**src/rtl/can_acf_pkg.sv**
```systemverilog
package can_acf_pkg;
  localparam int ID_W     = 29;
  localparam int STD_W    = 11;
  localparam int BYTE_W   = 8;
  localparam int NUM_FLT  = 6;
  localparam int GRP0_N   = 2;
  localparam int NUM_BUF  = 2;
  localparam int IDX_W    = $clog2(NUM_FLT);
  localparam int ADDR_W   = 4;
  localparam int DATA_W   = ID_W + 1;
  localparam int MASK_BASE = 8;
  localparam int CFG_ADDR  = 15;

  typedef struct packed {
    logic            ext;
    logic [ID_W-1:0] val;
  } flt_t;
endpackage

```
**src/rtl/can_acf_regs.sv**
```systemverilog
module can_acf_regs
  import can_acf_pkg::*;
#(
  parameter int N_FLT  = NUM_FLT,
  parameter int N_MASK = NUM_BUF,
  parameter int AW     = ADDR_W,
  parameter int DW     = DATA_W,
  parameter int MBASE  = MASK_BASE,
  parameter int CADDR  = CFG_ADDR
) (
  input  logic                       clk_i,
  input  logic                       rst_ni,
  input  logic                       wr_en_i,
  input  logic [AW-1:0]              wr_addr_i,
  input  logic [DW-1:0]              wr_data_i,
  output flt_t [N_FLT-1:0]           flt_o,
  output logic [N_MASK-1:0][ID_W-1:0] mask_o,
  output logic                       rollover_o
);
  localparam int EXT_BIT = DW - 1;

  for (genvar i = 0; i < N_FLT; i++) begin : g_flt
    always_ff @(posedge clk_i or negedge rst_ni) begin
      if (!rst_ni) begin
        flt_o[i] <= '0;
      end else if (wr_en_i && wr_addr_i == AW'(i)) begin
        flt_o[i].ext <= wr_data_i[EXT_BIT];
        flt_o[i].val <= wr_data_i[ID_W-1:0];
      end
    end
  end

  for (genvar m = 0; m < N_MASK; m++) begin : g_mask
    always_ff @(posedge clk_i or negedge rst_ni) begin
      if (!rst_ni) begin
        mask_o[m] <= '0;
      end else if (wr_en_i && wr_addr_i == AW'(MBASE + m)) begin
        mask_o[m] <= wr_data_i[ID_W-1:0];
      end
    end
  end

  always_ff @(posedge clk_i or negedge rst_ni) begin
    if (!rst_ni) begin
      rollover_o <= 1'b0;
    end else if (wr_en_i && wr_addr_i == AW'(CADDR)) begin
      rollover_o <= wr_data_i[0];
    end
  end
endmodule

```
**src/rtl/can_acf_match.sv**
```systemverilog
module can_acf_match
  import can_acf_pkg::*;
#(
  parameter int N_FLT = NUM_FLT,
  parameter int G0_N  = GRP0_N
) (
  input  logic                          ext_i,
  input  logic                          rtr_i,
  input  logic [ID_W-1:0]               id_i,
  input  logic [BYTE_W-1:0]             d0_i,
  input  logic [BYTE_W-1:0]             d1_i,
  input  flt_t [N_FLT-1:0]              flt_i,
  input  logic [NUM_BUF-1:0][ID_W-1:0]  mask_i,
  output logic [N_FLT-1:0]              hit_o
);
  localparam int PAD_W  = ID_W - STD_W - 2 * BYTE_W;
  localparam int TAIL_W = ID_W - STD_W;

  logic [ID_W-1:0] key;
  logic [ID_W-1:0] care;

  // standard frames: identifier on top, data bytes in the bits an 11-bit id leaves free
  always_comb begin
    if (ext_i) begin
      key  = id_i;
      care = '1;
    end else begin
      key  = {id_i[STD_W-1:0], {PAD_W{1'b0}}, d0_i, d1_i};
      care = rtr_i ? {{STD_W{1'b1}}, {TAIL_W{1'b0}}} : '1;
    end
  end

  for (genvar i = 0; i < N_FLT; i++) begin : g_cmp
    localparam int GRP = (i < G0_N) ? 0 : 1;
    logic [ID_W-1:0] diff;
    assign diff     = (key ^ flt_i[i].val) & mask_i[GRP] & care;
    assign hit_o[i] = (flt_i[i].ext == ext_i) && (diff == '0);
  end
endmodule

```
**src/rtl/can_acf_steer.sv**
```systemverilog
module can_acf_steer
  import can_acf_pkg::*;
#(
  parameter int N_FLT = NUM_FLT,
  parameter int G0_N  = GRP0_N,
  parameter int IW    = IDX_W
) (
  input  logic               clk_i,
  input  logic               rst_ni,
  input  logic               valid_i,
  input  logic [N_FLT-1:0]   hit_i,
  input  logic               rollover_i,
  input  logic [NUM_BUF-1:0] clr_i,
  output logic               accept_o,
  output logic [IW-1:0]      hit_idx_o,
  output logic               buf_sel_o,
  output logic [NUM_BUF-1:0] full_o,
  output logic [NUM_BUF-1:0] ovf_o
);
  logic [IW-1:0]      win_idx;
  logic               any_hit;
  logic               tgt;
  logic [NUM_BUF-1:0] full_eff, ovf_eff;
  logic [NUM_BUF-1:0] load, ovf_set;
  logic               sel;

  always_comb begin
    win_idx = '0;
    for (int i = N_FLT - 1; i >= 0; i--) begin
      if (hit_i[i]) win_idx = IW'(i);
    end
  end

  assign any_hit  = |hit_i;
  assign tgt      = (win_idx >= IW'(G0_N));
  assign full_eff = full_o & ~clr_i;
  assign ovf_eff  = ovf_o & ~clr_i;

  always_comb begin
    load    = '0;
    ovf_set = '0;
    sel     = 1'b0;
    if (valid_i && any_hit) begin
      if (!tgt) begin
        if (!full_eff[0]) begin
          load[0] = 1'b1;
        end else if (rollover_i && !full_eff[1]) begin
          load[1] = 1'b1;
          sel     = 1'b1;
        end else begin
          ovf_set[0] = 1'b1;
        end
      end else begin
        if (!full_eff[1]) begin
          load[1] = 1'b1;
          sel     = 1'b1;
        end else begin
          ovf_set[1] = 1'b1;
        end
      end
    end
  end

  always_ff @(posedge clk_i or negedge rst_ni) begin
    if (!rst_ni) begin
      accept_o  <= 1'b0;
      hit_idx_o <= '0;
      buf_sel_o <= 1'b0;
      full_o    <= '0;
      ovf_o     <= '0;
    end else begin
      accept_o <= |load;
      if (|load) begin
        hit_idx_o <= win_idx;
        buf_sel_o <= sel;
      end
      full_o <= full_eff | load;
      ovf_o  <= ovf_eff | ovf_set;
    end
  end
endmodule

```
**src/rtl/can_accept_unit.sv**
```systemverilog
module can_accept_unit
  import can_acf_pkg::*;
(
  input  logic                 clk_i,
  input  logic                 rst_ni,
  input  logic                 wr_en_i,
  input  logic [ADDR_W-1:0]    wr_addr_i,
  input  logic [DATA_W-1:0]    wr_data_i,
  input  logic                 frame_valid_i,
  input  logic                 frame_ext_i,
  input  logic                 frame_rtr_i,
  input  logic [ID_W-1:0]      frame_id_i,
  input  logic [BYTE_W-1:0]    frame_d0_i,
  input  logic [BYTE_W-1:0]    frame_d1_i,
  input  logic [NUM_BUF-1:0]   clr_i,
  output logic                 accept_o,
  output logic [IDX_W-1:0]     hit_idx_o,
  output logic                 buf_sel_o,
  output logic [NUM_BUF-1:0]   full_o,
  output logic [NUM_BUF-1:0]   ovf_o,
  output logic                 irq_o
);
  flt_t [NUM_FLT-1:0]          flt;
  logic [NUM_BUF-1:0][ID_W-1:0] mask;
  logic                        rollover;
  logic [NUM_FLT-1:0]          hit;

  can_acf_regs u_regs (
    .clk_i      (clk_i),
    .rst_ni     (rst_ni),
    .wr_en_i    (wr_en_i),
    .wr_addr_i  (wr_addr_i),
    .wr_data_i  (wr_data_i),
    .flt_o      (flt),
    .mask_o     (mask),
    .rollover_o (rollover)
  );

  can_acf_match u_match (
    .ext_i  (frame_ext_i),
    .rtr_i  (frame_rtr_i),
    .id_i   (frame_id_i),
    .d0_i   (frame_d0_i),
    .d1_i   (frame_d1_i),
    .flt_i  (flt),
    .mask_i (mask),
    .hit_o  (hit)
  );

  can_acf_steer u_steer (
    .clk_i      (clk_i),
    .rst_ni     (rst_ni),
    .valid_i    (frame_valid_i),
    .hit_i      (hit),
    .rollover_i (rollover),
    .clr_i      (clr_i),
    .accept_o   (accept_o),
    .hit_idx_o  (hit_idx_o),
    .buf_sel_o  (buf_sel_o),
    .full_o     (full_o),
    .ovf_o      (ovf_o)
  );

  assign irq_o = |full_o;
endmodule

```
**config.mk**
```make
export PLATFORM = sky130hd
export DESIGN_NAME = can_accept_unit
export DESIGN_NICKNAME = d
export VERILOG_FILES = /design/src/rtl/can_acf_pkg.sv /design/src/rtl/can_acf_regs.sv /design/src/rtl/can_acf_match.sv /design/src/rtl/can_acf_steer.sv /design/src/rtl/can_accept_unit.sv
export SDC_FILE = /design/constraint.sdc
export NUM_CORES = 1
export LEC_CHECK = 0
export BUFFER_PORTS_ARGS = -buffer_cell sky130_fd_sc_hd__buf_2
export CELL_PAD_IN_SITES_DETAIL_PLACEMENT = 0
export CELL_PAD_IN_SITES_GLOBAL_PLACEMENT = 2
export CORE_MARGIN = 4
export CORE_UTILIZATION = 45
export CTS_BUF_LIST = sky130_fd_sc_hd__clkbuf_8
export CTS_CLUSTER_DIAMETER = 60
export DETAILED_ROUTE_END_ITERATION = 7
export PLACE_DENSITY = 0.88
export SLEW_MARGIN = 20
export SYNTH_ARGS = -nofsm -noshare
export SYNTH_HDL_FRONTEND = slang
export SYNTH_SLANG_ARGS = --single-unit
```
**constraint.sdc**
```tcl
create_clock -name clk_i -period 5.8 [get_ports clk_i]
set_input_delay 1.16 -clock clk_i [delete_from_list [all_inputs] [get_ports clk_i]]
set_output_delay 1.16 -clock clk_i [all_outputs]
set_load 0.05 [all_outputs]
```
==> results of run 1 <==
-- state kept, by name, summed over array words and instances (netlist names) --
signal / flops
u_regs.flt_o: 180
u_regs.mask_o: 58
u_regs.rollover_o: 1
u_steer.accept_o: 1
u_steer.buf_sel_o: 1
u_steer.full_o: 2
u_steer.hit_idx_o: 3
u_steer.ovf_o: 2
-- Yosys cell counts (all sizes together), types with 8 or more instances --
master,instances,area share (%)
xnor2,142,9.8
clkbuf,23,0.68
a222oi,9,0.71
mux2i,60,7.0
nand3,8,0.32
a22oi,48,2.8
a2111oi,13,0.95
mux2,241,21
dfrtp,248,49
nand2b,34,1.7
nand2,45,1.3
nor2,10,0.30
-- area by class of cell --
type / instances / area [um2] / area share [%]
timing repair buffer: 106 / 593 / 4.09
clock inverter: 24 / 109 / 0.751
sequential: 248 / 6210 / 42.8
multi-input combinational: 673 / 6340 / 43.8
clock buffer: 55 / 757 / 5.22
tap: 378 / 473 / 3.26
inverter: 3 / 11.3 / 0.0777
-- power by group through the flow --
stage / clock (W) / sequential [W] / combinational, W
4_1_cts: 0.00162 / 0.00248 / 0.00144
2_1_floorplan: 0 / 0.00246 / 0.000982
5_1_grt: 0.00171 / 0.00254 / 0.00154
3_3_place_gp: 0 / 0.00249 / 0.00142
6_report: 0.00159 / 0.00249 / 0.00142
3_5_place_dp: 0 / 0.00251 / 0.00143
-- per-stage QoR --
step	utilization, %	instance area, um2	std cells
3_5_place_dp	48.9	13600	1408
2_1_floorplan	-	12700	954
4_1_cts	52.0	14500	1487
5_1_grt	52.0	14500	1487
3_3_place_gp	48.8	13600	1407
6_report	52.0	14500	1487
-- logic make-up after synthesis --
group | Yosys count
AND/OR/NAND/NOR | 130
multiplexers | 301
buffers and inverters | 33
flip-flops | 248
XOR/XNOR | 148
AO/OA/AOI/OAI | 94
-- final timing paths --
kind                             startpoint  cells past startpoint  slack [ns]                    to
min                        u_steer.ovf_o[0]                      2        0.51      u_steer.ovf_o[0]
max in group asynchronous            rst_ni                      2        3.81     u_regs.mask_o[56]
max                             frame_ext_i                     11        1.35  u_steer.hit_idx_o[1]
max reg2reg                u_regs.flt_o[17]                      8        2.84  u_steer.hit_idx_o[1]
min reg2reg                u_steer.ovf_o[0]                      2        0.51      u_steer.ovf_o[0]
min in group asynchronous            rst_ni                      1        0.64     u_regs.flt_o[131]
-- worst reg2reg max path, delay by kind of cell, from the launching register on --
kind                      cells  cell delay [ns]
DFF                           1             0.39
and+or+nand+nor               3             1.22
muxes                         1             0.33
AOI/OAI and AO/OA             3             0.77
xor gates and xnor gates      1             0.14
-- layer usage --
metal  vias to the layer above  global-route usage (%)
met5                         -                       0
met4                         0                    6.04
met3                        51                    3.73
met2                       173                    36.3
met1                      4199                    30.0
li1                       3726                       -
==> results.tsv, run 1 <==
stage	metric	value	unit
yosys	synth_top_family_by_area	multiplexers	
yosys	synthMuxAreaShare	28.4	%
worst_setup_path	path_class	primary input to flip-flop	
die	die_x	176	um
clock_tree	cts_htree_levels	2	
die	initial_utilization	45.6	%
power	vdd_drop_max	0.169	mV
detailed_routing	num_vias	8149	
timing	tns	0	ns
clock_tree	clock_sink_count	248	
worst_setup_path	max_stage_delay	0.65	ns
final_layout	drive_above_1_share	39.7	%
detailed_routing	met1Wirelength	15200	um
worst_setup_path	cp.arrival	4.88	ns
grt	gr-total-overflow	0	
detailed_routing	wl_per_cell	22.7	um
timing	setup_viol	0	
placement	preCtsSetupSlack	0.739	ns
final_layout	syn_to_final_growth	14.0	%
yosys	synthAdderAreaFrac	0	%
timing	finalHoldViolations	0	
detailed_routing	topRoutingLayerUsed	met4	
detailed_routing	dr.pass1.iters	5	
final_layout	nets	1165	
worst_setup_path	path_cells	buf_4 -> buf_4 -> mux2i_2 -> mux2i_1 -> a2111oi_0 -> and3_1 -> or2_2 -> a221oi_2 -> a2111oi_2 -> a21oi_2 -> mux2_1	
timing	timing.final.crit_share	76.7	%
detailed_routing	wl_met3	1420	um
detailed_routing	dr_wl_met2	16500	um
placement	gp_congestion	0.820	
power	swShare	32.2	%
worst_setup_path	crit_path_start_kind	primary input	
placement	portBuffers	96	
power	internal-power	0.00373	W
run_status	status	finished clean	
clock_tree	clk_pin_slew	0.07	ns
die	num_rows	61	
timing	max_freq	225	MHz
clock_tree	cts_resized	0	
worst_setup_path	critPathBufInv	2	
power	power_frac_comb	25.9	%
die	die_h	176	um
run	maxCapViolCount	0	
yosys	synth_xor_area_share	10.2	%
hold_path	hold_path_class	flip-flop to flip-flop	
timing	min_period	4.45	ns
grt	antenna_found_initial	0	
yosys	syn_area	12700	um2
yosys	synth_seq_area_share	48.8	%
yosys	yosysUniqueCellTypes	50	
die	pin_count	97	
yosys	syn_nets	1041	
clock_tree	cts_tree	done	
grt	track_usage	21.9	%
yosys	synthCells	954	
clock_tree	clockBufferDepth	3	
yosys	syn_area_per_cell	13.3	um2
clock_tree	numCtsBuffers	46	
final_layout	nFillCells	2440	
detailed_routing	post_drt_via_cell_ratio	5.48	
clock_tree	clockRootBuffer	clkbuf_8	
power	pwr-share-clk	28.9	%
worst_setup_path	critPathMaxFanout	26	
power	p_total	0.00550	W
clock_tree	cts_hold_buf	0	
timing	relSlewSlack	40.4	%
clock_tree	cts_setup_buffers	0	
yosys	synth_edf_count	0	
yosys	ys_warn_count	0	
worst_setup_path	crit_slowest_cell	buf_4	
detailed_routing	drt_iter0_markers	590	
power	p_leak	6.24	nW
timing	setup_slack	1.35	ns
die	fp.coreArea	27900	um2
timing	rsz0062_at_grt	false	
timing	skew	0.0202	ns
worst_setup_path	path_common_cell	buf_4	
clock_tree	clkLatencyLatePin	0.56	ns
power	p_seq_share	45.2	%
grt	grt_pass1_vias	8411	
worst_setup_path	cp_top_family	multiplexers	
worst_setup_path	crit_path_end_kind	flip-flop	
yosys	synth-simple-area-share	5.33	%
grt	grt_pass1_wl	51800	um
timing	tightest_slew	0.892	ns
final_layout	antennaDiodeCount	0	
detailed_routing	drc	0	
yosys	ys_async_sr_fraction	100	%
timing	slew_violations	0	
yosys	synth_ff_type	dfrtp_1	
power	switchingPower	0.00177	W
yosys	synth-seq-cells	248	
final_layout	final_cell_mix	dfrtp_1 (248), mux2_2 (239), xnor2_1 (142)	
detailed_routing	detail-route-antenna-nets	0	
yosys	synth_compound_area_share	5.87	%
final_layout	final_common_cell	dfrtp_1	
grt	grt_max_degree	147	
die	fp.dieArea	31000	um2
power	pwr_density_cell	380	nW/um2
worst_setup_path	timing.critical_path.required	6.23	ns
placement	dp_hpwl	23300	um
timing	holdWs	0.511	ns
detailed_routing	wirelength	33800	um
No activity file was read; power rests on OpenSTA's default activity.
==> inputs of run 2 (changes only) <==
--- a/config.mk
+++ b/config.mk
@@ -5,15 +5,16 @@
 export SDC_FILE = /design/constraint.sdc
 export NUM_CORES = 1
 export LEC_CHECK = 0
+export ABC_AREA = 1
 export BUFFER_PORTS_ARGS = -buffer_cell sky130_fd_sc_hd__buf_2
 export CELL_PAD_IN_SITES_DETAIL_PLACEMENT = 0
 export CELL_PAD_IN_SITES_GLOBAL_PLACEMENT = 2
 export CORE_MARGIN = 4
-export CORE_UTILIZATION = 45
+export CORE_UTILIZATION = 33
 export CTS_BUF_LIST = sky130_fd_sc_hd__clkbuf_8
 export CTS_CLUSTER_DIAMETER = 60
 export DETAILED_ROUTE_END_ITERATION = 7
-export PLACE_DENSITY = 0.88
+export PLACE_DENSITY = 0.82
 export SLEW_MARGIN = 20
 export SYNTH_ARGS = -nofsm -noshare
 export SYNTH_HDL_FRONTEND = slang
==> constraint.sdc (replaced) <==
create_clock -name clk_i -period 3.8 [get_ports clk_i]
set_input_delay 0.76 -clock clk_i [delete_from_list [all_inputs] [get_ports clk_i]]
set_output_delay 0.76 -clock clk_i [all_outputs]
set_load 0.05 [all_outputs]
==> results.tsv, run 2 <==
stage	metric	value	unit
run_status	status	finished clean	
yosys	yosys.area.top_type	dfrtp_1	
die	pin_count	97	
yosys	ys_async_sr_fraction	100	%
die	initial_utilization	33.6	%
detailed_routing	post_drt_via_cell_ratio	4.99	
timing	tns	0	ns
power	p_leak	7.45	nW
timing	max_freq	325	MHz
yosys	yosysMostFrequentCell	nand2_1	
die	fp.coreArea	38800	um2
worst_setup_path	crit_path_end_kind	flip-flop	
detailed_routing	wl_per_cell	18.1	um
worst_setup_path	crit_path_start_kind	primary input	
timing	setup_viol	0	
hold_path	hold_path_class	primary input to asynchronous set/reset pin	
grt	grt_pass1_vias	11600	
clock_tree	numCtsBuffers	47	
run	maxCapViolCount	0	
yosys	synth_top_area_share	47.6	%
timing	min_period	3.08	ns
yosys	ys_warn_count	0	
worst_setup_path	critPathMaxFanout	15	
timing	relSlewSlack	48.1	%
yosys	synthCells	1723	
detailed_routing	detail-route-antenna-nets	0	
grt	antenna_found_initial	0	
grt	grt_max_degree	74	
worst_setup_path	setup.worst_path.start	frame_ext_i	
detailed_routing	dr.pass1.iters	6	
worst_setup_path	cp.arrival	3.62	ns
clock_tree	cts_setup_buffers	0	
power	pwr_density_cell	538	nW/um2
yosys	synthTopCellsByCount	nand2_1 (616), o21ai_0 (256), dfrtp_1 (248)	
clock_tree	cts_tree	done	
worst_setup_path	rrSetupSlack	1.54	ns
yosys	synth_seq_area_share	47.6	%
die	num_rows	72	
final_layout	drive_above_1_share	13.3	%
detailed_routing	drc	0	
clock_tree	cts_hold_buf	0	
final_layout	top_register	u_regs.flt_o	
final_layout	fin_cells	2381	
final_layout	antennaDiodeCount	0	
final_layout	reg_top3	u_regs.flt_o x180, u_regs.mask_o x58, u_steer.hit_idx_o x3	
yosys	synth_ff_type	dfrtp_1	
placement	preCtsSetupSlack	0.171	ns
yosys	synth-seq-cells	248	
timing	finalHoldViolations	0	
grt	track_usage	20.3	%
final_layout	finish.instance_area	15100	um2
worst_setup_path	r2r_end	u_steer.hit_idx_o[1]	
yosys	syn_area	13000	um2
die	die_h	207	um
timing	timing.final.crit_share	81.1	%
placement	dp_hpwl	29300	um
clock_tree	clkLatencyLatePin	0.61	ns
detailed_routing	wirelength	43000	um
clock_tree	clockBufferDepth	3	
die	die_x	207	um
detailed_routing	drt_iter0_markers	853	
detailed_routing	num_vias	11900	
clock_tree	cts_resized	0	
timing	tightest_slew	0.777	ns
placement	portBuffers	96	
final_layout	nFillCells	4082	
grt	gr-total-overflow	0	
clock_tree	clk_pin_slew	0.06	ns
clock_tree	clock_sink_count	248	
yosys	synth_area_leaders	dfrtp_1 (48%), nand2_1 (18%), o21ai_0 (9.8%), nand3b_1 (5.2%), nand4_1 (4.7%)	
yosys	synth_edf_count	0	
final_layout	syn_to_final_growth	15.6	%
timing	setup_slack	0.720	ns
yosys	syn_area_per_cell	7.57	um2
timing	skew	0.0278	ns
clock_tree	clockRootBuffer	clkbuf_8	
worst_setup_path	path_class	primary input to flip-flop	
placement	gp_congestion	0.829	
placement	placed_cells	2297	
yosys	yosysUniqueCellTypes	28	
worst_setup_path	critPathCapture	u_steer.hit_idx_o[1]	
worst_setup_path	timing.critical_path.required	4.34	ns
power	vdd_drop_max	0.197	mV
timing	slew_violations	0	
power	p_total	0.00812	W
worst_setup_path	r2r-start	u_regs.flt_o[41]	
final_layout	nets	1915	
final_layout	final_common_cell	nand2_1	
final_layout	largest_reg_flops	180	
placement	place_area	14100	um2
clock_tree	cts_htree_levels	2	
final_layout	final_cell_mix	nand2_1 (613), o21ai_0 (256), dfrtp_1 (248)	
grt	grt_pass1_wl	67000	um
die	fp.dieArea	42800	um2
yosys	syn_nets	1810	
worst_setup_path	reg2reg_depth	14	
timing	rsz0062_at_grt	false	
-- run 2: logic make-up (layout without fill, tap and decap cells) --
| kind of cell | after synthesis | after routing | share of synthesized area (%) |
|---|---|---|---|
| compound gates | 275 | 275 | 10.8 |
| xor+xnor | 7 | 7 | 0.470 |
| buf+inv | 171 | 311 | 5.34 |
| flops | 248 | 248 | 47.6 |
| simple gates | 1022 | 1022 | 35.8 |
-- run 2: where the power goes --
| group | internal (W) | total, W | switching, W | leakage (nW) |
|---|---|---|---|---|
| sequential | 0.00319 | 0.00365 | 0.000462 | 3.16 |
| combinational | 0.000729 | 0.00186 | 0.00114 | 3.76 |
| clock | 0.00140 | 0.00260 | 0.00120 | 0.525 |
-- run 2: per-stage QoR --
| step | hold WS (ns) | util, % |
|---|---|---|
| floorplan | 0.464 | - |
| global placement | 0.479 | 36.4 |
| detailed placement | 0.478 | 36.4 |
| CTS | 0.103 | 38.8 |
| global route | 0.127 | 38.8 |
| finish | 0.105 | 38.8 |
-- run 2: worst min path at each step --
stage / to / slack (ns) / from / depth (start not counted)
5_1_grt: u_regs.flt_o[41] / 0.13 / rst_ni / 1
6_report: u_regs.mask_o[10] / 0.11 / rst_ni / 1
3_5_place_dp: u_steer.buf_sel_o / 0.48 / u_steer.buf_sel_o / 2
2_1_floorplan: u_regs.flt_o[0] / 0.46 / rst_ni / 0
4_1_cts: u_regs.flt_o[41] / 0.10 / rst_ni / 1
3_3_place_gp: u_regs.flt_o[22] / 0.48 / u_regs.flt_o[22] / 2
-- run 2: critical path, stage by stage --
cell and delay (ns):
buf_2 0.12, inv_2 0.14, buf_4 0.29, buf_4 0.25, nand2_1 0.17, nand2_1 0.20
nand2_1 0.07, nand4_1 0.10, nand2_1 0.07, nor2_1 0.19, nand2_1 0.13, nor2_1 0.19
nand3_1 0.13, nand2_2 0.16, inv_1 0.07, o211ai_1 0.13, nand3_2 0.19, nand2_2 0.12
nand2_1 0.06, nand2_1 0.05
-- run 2: final cells by class --
cell class | count | area [um2] | area share, %
multi-input combinational | 1304 | 6170 | 40.9
timing repair buffer | 124 | 738 | 4.90
tap | 518 | 648 | 4.30
inverter | 103 | 387 | 2.56
clock buffer | 59 | 812 | 5.38
clock inverter | 25 | 119 | 0.788
sequential | 248 | 6210 | 41.2
-- run 2: per-layer routing --
metal,share of wire [%],track usage (%),vias to the layer above
li1,-,-,5924
met2,47,33.7,228
met1,47,28.1,5670
met4,2.0,5.34,0
met5,0,0,-
met3,4.0,2.75,55
==> inputs of run 3 (changes only) <==
--- a/config.mk
+++ b/config.mk
@@ -10,11 +10,11 @@
 export CELL_PAD_IN_SITES_DETAIL_PLACEMENT = 0
 export CELL_PAD_IN_SITES_GLOBAL_PLACEMENT = 2
 export CORE_MARGIN = 4
-export CORE_UTILIZATION = 33
+export CORE_UTILIZATION = 37
 export CTS_BUF_LIST = sky130_fd_sc_hd__clkbuf_8
 export CTS_CLUSTER_DIAMETER = 60
 export DETAILED_ROUTE_END_ITERATION = 7
-export PLACE_DENSITY = 0.82
+export PLACE_DENSITY = 0.87
 export SLEW_MARGIN = 20
 export SYNTH_ARGS = -nofsm -noshare
 export SYNTH_HDL_FRONTEND = slang
==> constraint.sdc (replaced) <==
create_clock -name clk_i -period 3.1 [get_ports clk_i]
set_input_delay 0.62 -clock clk_i [delete_from_list [all_inputs] [get_ports clk_i]]
set_output_delay 0.62 -clock clk_i [all_outputs]
set_load 0.05 [all_outputs]
==> results.tsv, run 3 (synthesis results as in run 2) <==
stage	metric	value	unit
run_status	status	finished clean	
die	fp.dieArea	38300	um2
clock_tree	clkLatencyLatePin	0.59	ns
power	p_leak	7.64	nW
die	die_h	196	um
grt	gr-total-overflow	0	
timing	setup_viol	0	
hold_path	hold_path_class	primary input to flip-flop	
detailed_routing	drt_iter0_markers	676	
final_layout	largest_reg_flops	180	
clock_tree	cts_tree	done	
detailed_routing	wl_per_cell	17.5	um
worst_setup_path	path_common_cell	nand2_1	
detailed_routing	num_vias	12000	
worst_setup_path	critPathMaxFanout	51	
grt	grt_pass1_vias	11700	
timing	slew_violations	0	
worst_setup_path	max_stage_delay	0.25	ns
grt	track_usage	21.2	%
placement	dp_hpwl	27600	um
timing	skew	0.0195	ns
placement	portBuffers	96	
grt	grt_max_degree	78	
worst_setup_path	crit_path_start_kind	primary input	
detailed_routing	drc	0	
clock_tree	cts_resized	0	
timing	relSlewSlack	49.0	%
final_layout	antennaDiodeCount	0	
detailed_routing	topRoutingLayerUsed	met4	
clock_tree	clockBufferDepth	3	
detailed_routing	dr.pass1.iters	5	
worst_setup_path	crit_slowest_cell	buf_4	
die	num_rows	68	
grt	grt_pass1_wl	64500	um
timing	tightest_slew	0.764	ns
timing	min_period	2.59	ns
power	vdd_drop_max	0.325	mV
worst_setup_path	crit_path_end_kind	flip-flop	
detailed_routing	detail-route-antenna-nets	0	
detailed_routing	wl_met3	1870	um
final_layout	nets	1943	
timing	holdWs	0.232	ns
power	p_total	0.0101	W
timing	finalHoldViolations	0	
timing	timing.final.crit_share	83.7	%
timing	max_freq	386	MHz
timing	rsz0062_at_grt	false	
die	pin_count	97	
detailed_routing	post_drt_via_cell_ratio	5.12	
hold_path	hold_path_depth	2	
clock_tree	clk_pin_slew	0.06	ns
final_layout	drive_above_1_share	14.3	%
die	initial_utilization	37.7	%
worst_setup_path	path_class	primary input to flip-flop	
power	pwr_density_cell	660	nW/um2
final_layout	final_cell_mix	nand2_1 (613), o21ai_0 (256), dfrtp_1 (248)	
grt	antenna_found_initial	0	
worst_setup_path	path_cells	buf_2 -> inv_2 -> buf_4 -> nand2_2 -> buf_12 -> nand4_1 -> nand2_1 -> nor2_1 -> nand2_1 -> nor2_1 -> buf_4 -> nand2_1 -> nand2_1 -> inv_1 -> a21oi_2 -> nand3_2 -> nand2_2 -> nand2_1 -> nand2_1	
detailed_routing	wirelength	41000	um
detailed_routing	met1Wirelength	18900	um
final_layout	syn_to_final_growth	17.3	%
final_layout	top_register	u_regs.flt_o	
clock_tree	cts_htree_levels	2	
worst_setup_path	cp.arrival	3.12	ns
placement	gp_congestion	0.876	
clock_tree	clockRootBuffer	clkbuf_8	
detailed_routing	dr_wl_met2	19100	um
run	maxCapViolCount	0	
die	die_x	196	um
final_layout	reg_top3	u_regs.flt_o x180, u_regs.mask_o x58, u_steer.hit_idx_o x3	
clock_tree	clock_sink_count	248	
die	fp.coreArea	34600	um2
worst_setup_path	timing.critical_path.required	3.63	ns
clock_tree	numCtsBuffers	47	
final_layout	final_common_cell	nand2_1	
worst_setup_path	reg2reg_depth	15	
## run 3: cell types whose count changed in the layout (fill, tap and decap cells not counted)
| cell | change |
|---|---|
| dlygate4sd3_1 | +1 |
| clkinvlp_4 | -4 |
| clkbuf_8 | +6 |
| clkinv_2 | -5 |
| inv_1 | +3 |
| buf_4 | +23 |
| buf_12 | +4 |
## run 3: per-layer routing
metal | vias up | track usage (%)
met4 | 0 | 7.14
met2 | 286 | 34.5
met3 | 76 | 3.13
li1 | 5995 | -
met5 | - | 0
met1 | 5651 | 29.0
## run 3: area by class of cell
class,instances,area [um2]
Fill cell,3524,19300
Sequential cell,248,6210
Multi-Input combinational cell,1304,6170
Timing Repair Buffer,152,1000
Clock buffer,65,895
Tap cell,455,569
Inverter,103,387
Clock inverter,19,75.1
## run 3: worst max-delay path, delay by kind of cell
family / cells / cell delay [ns]
AOI/OAI and AO/OA: 1 / 0.17
and+or+nand+nor: 12 / 1.39
buffers and inverters: 6 / 0.90
## run 3: final timing paths
kind                                             end               from  slack, ns
max in group asynchronous          u_regs.flt_o[145]             rst_ni       1.74
worst min-delay path                u_steer.ovf_o[0]           clr_i[0]       0.23
worst min register to register      u_regs.flt_o[48]   u_regs.flt_o[48]       0.50
min in group asynchronous          u_regs.mask_o[43]             rst_ni       0.54
worst max-delay path            u_steer.hit_idx_o[0]        frame_ext_i       0.51
worst max register to register  u_steer.hit_idx_o[0]  u_regs.flt_o[157]       0.90
## run 3: through the flow
step                      setup slack (ns)  instances  util, %  area (um2)  TNS, ns
after floorplan                      0.651       1723        -       13000        0
after global placement             -0.0841       2261     41.4       14300   -0.286
after detailed placement            -0.127       2261     41.4       14300   -0.387
after CTS                            0.507       2346     44.2       15300        0
after global routing                 0.253       2346     44.2       15300        0
final                                0.507       2346     44.2       15300        0
## run 3: what timing repair did
action | CTS | global route
buffers inserted | 0 | 0
hold endpoints to repair | 49 | 0
hold buffers | 1 | 0
setup endpoints to repair | 0 | 0
## run 3: power breakdown
part,total [W],switching [W],internal (W)
logic,0.00233,0.00139,0.000949
clock network,0.00329,0.00144,0.00185
registers,0.00448,0.000568,0.00391
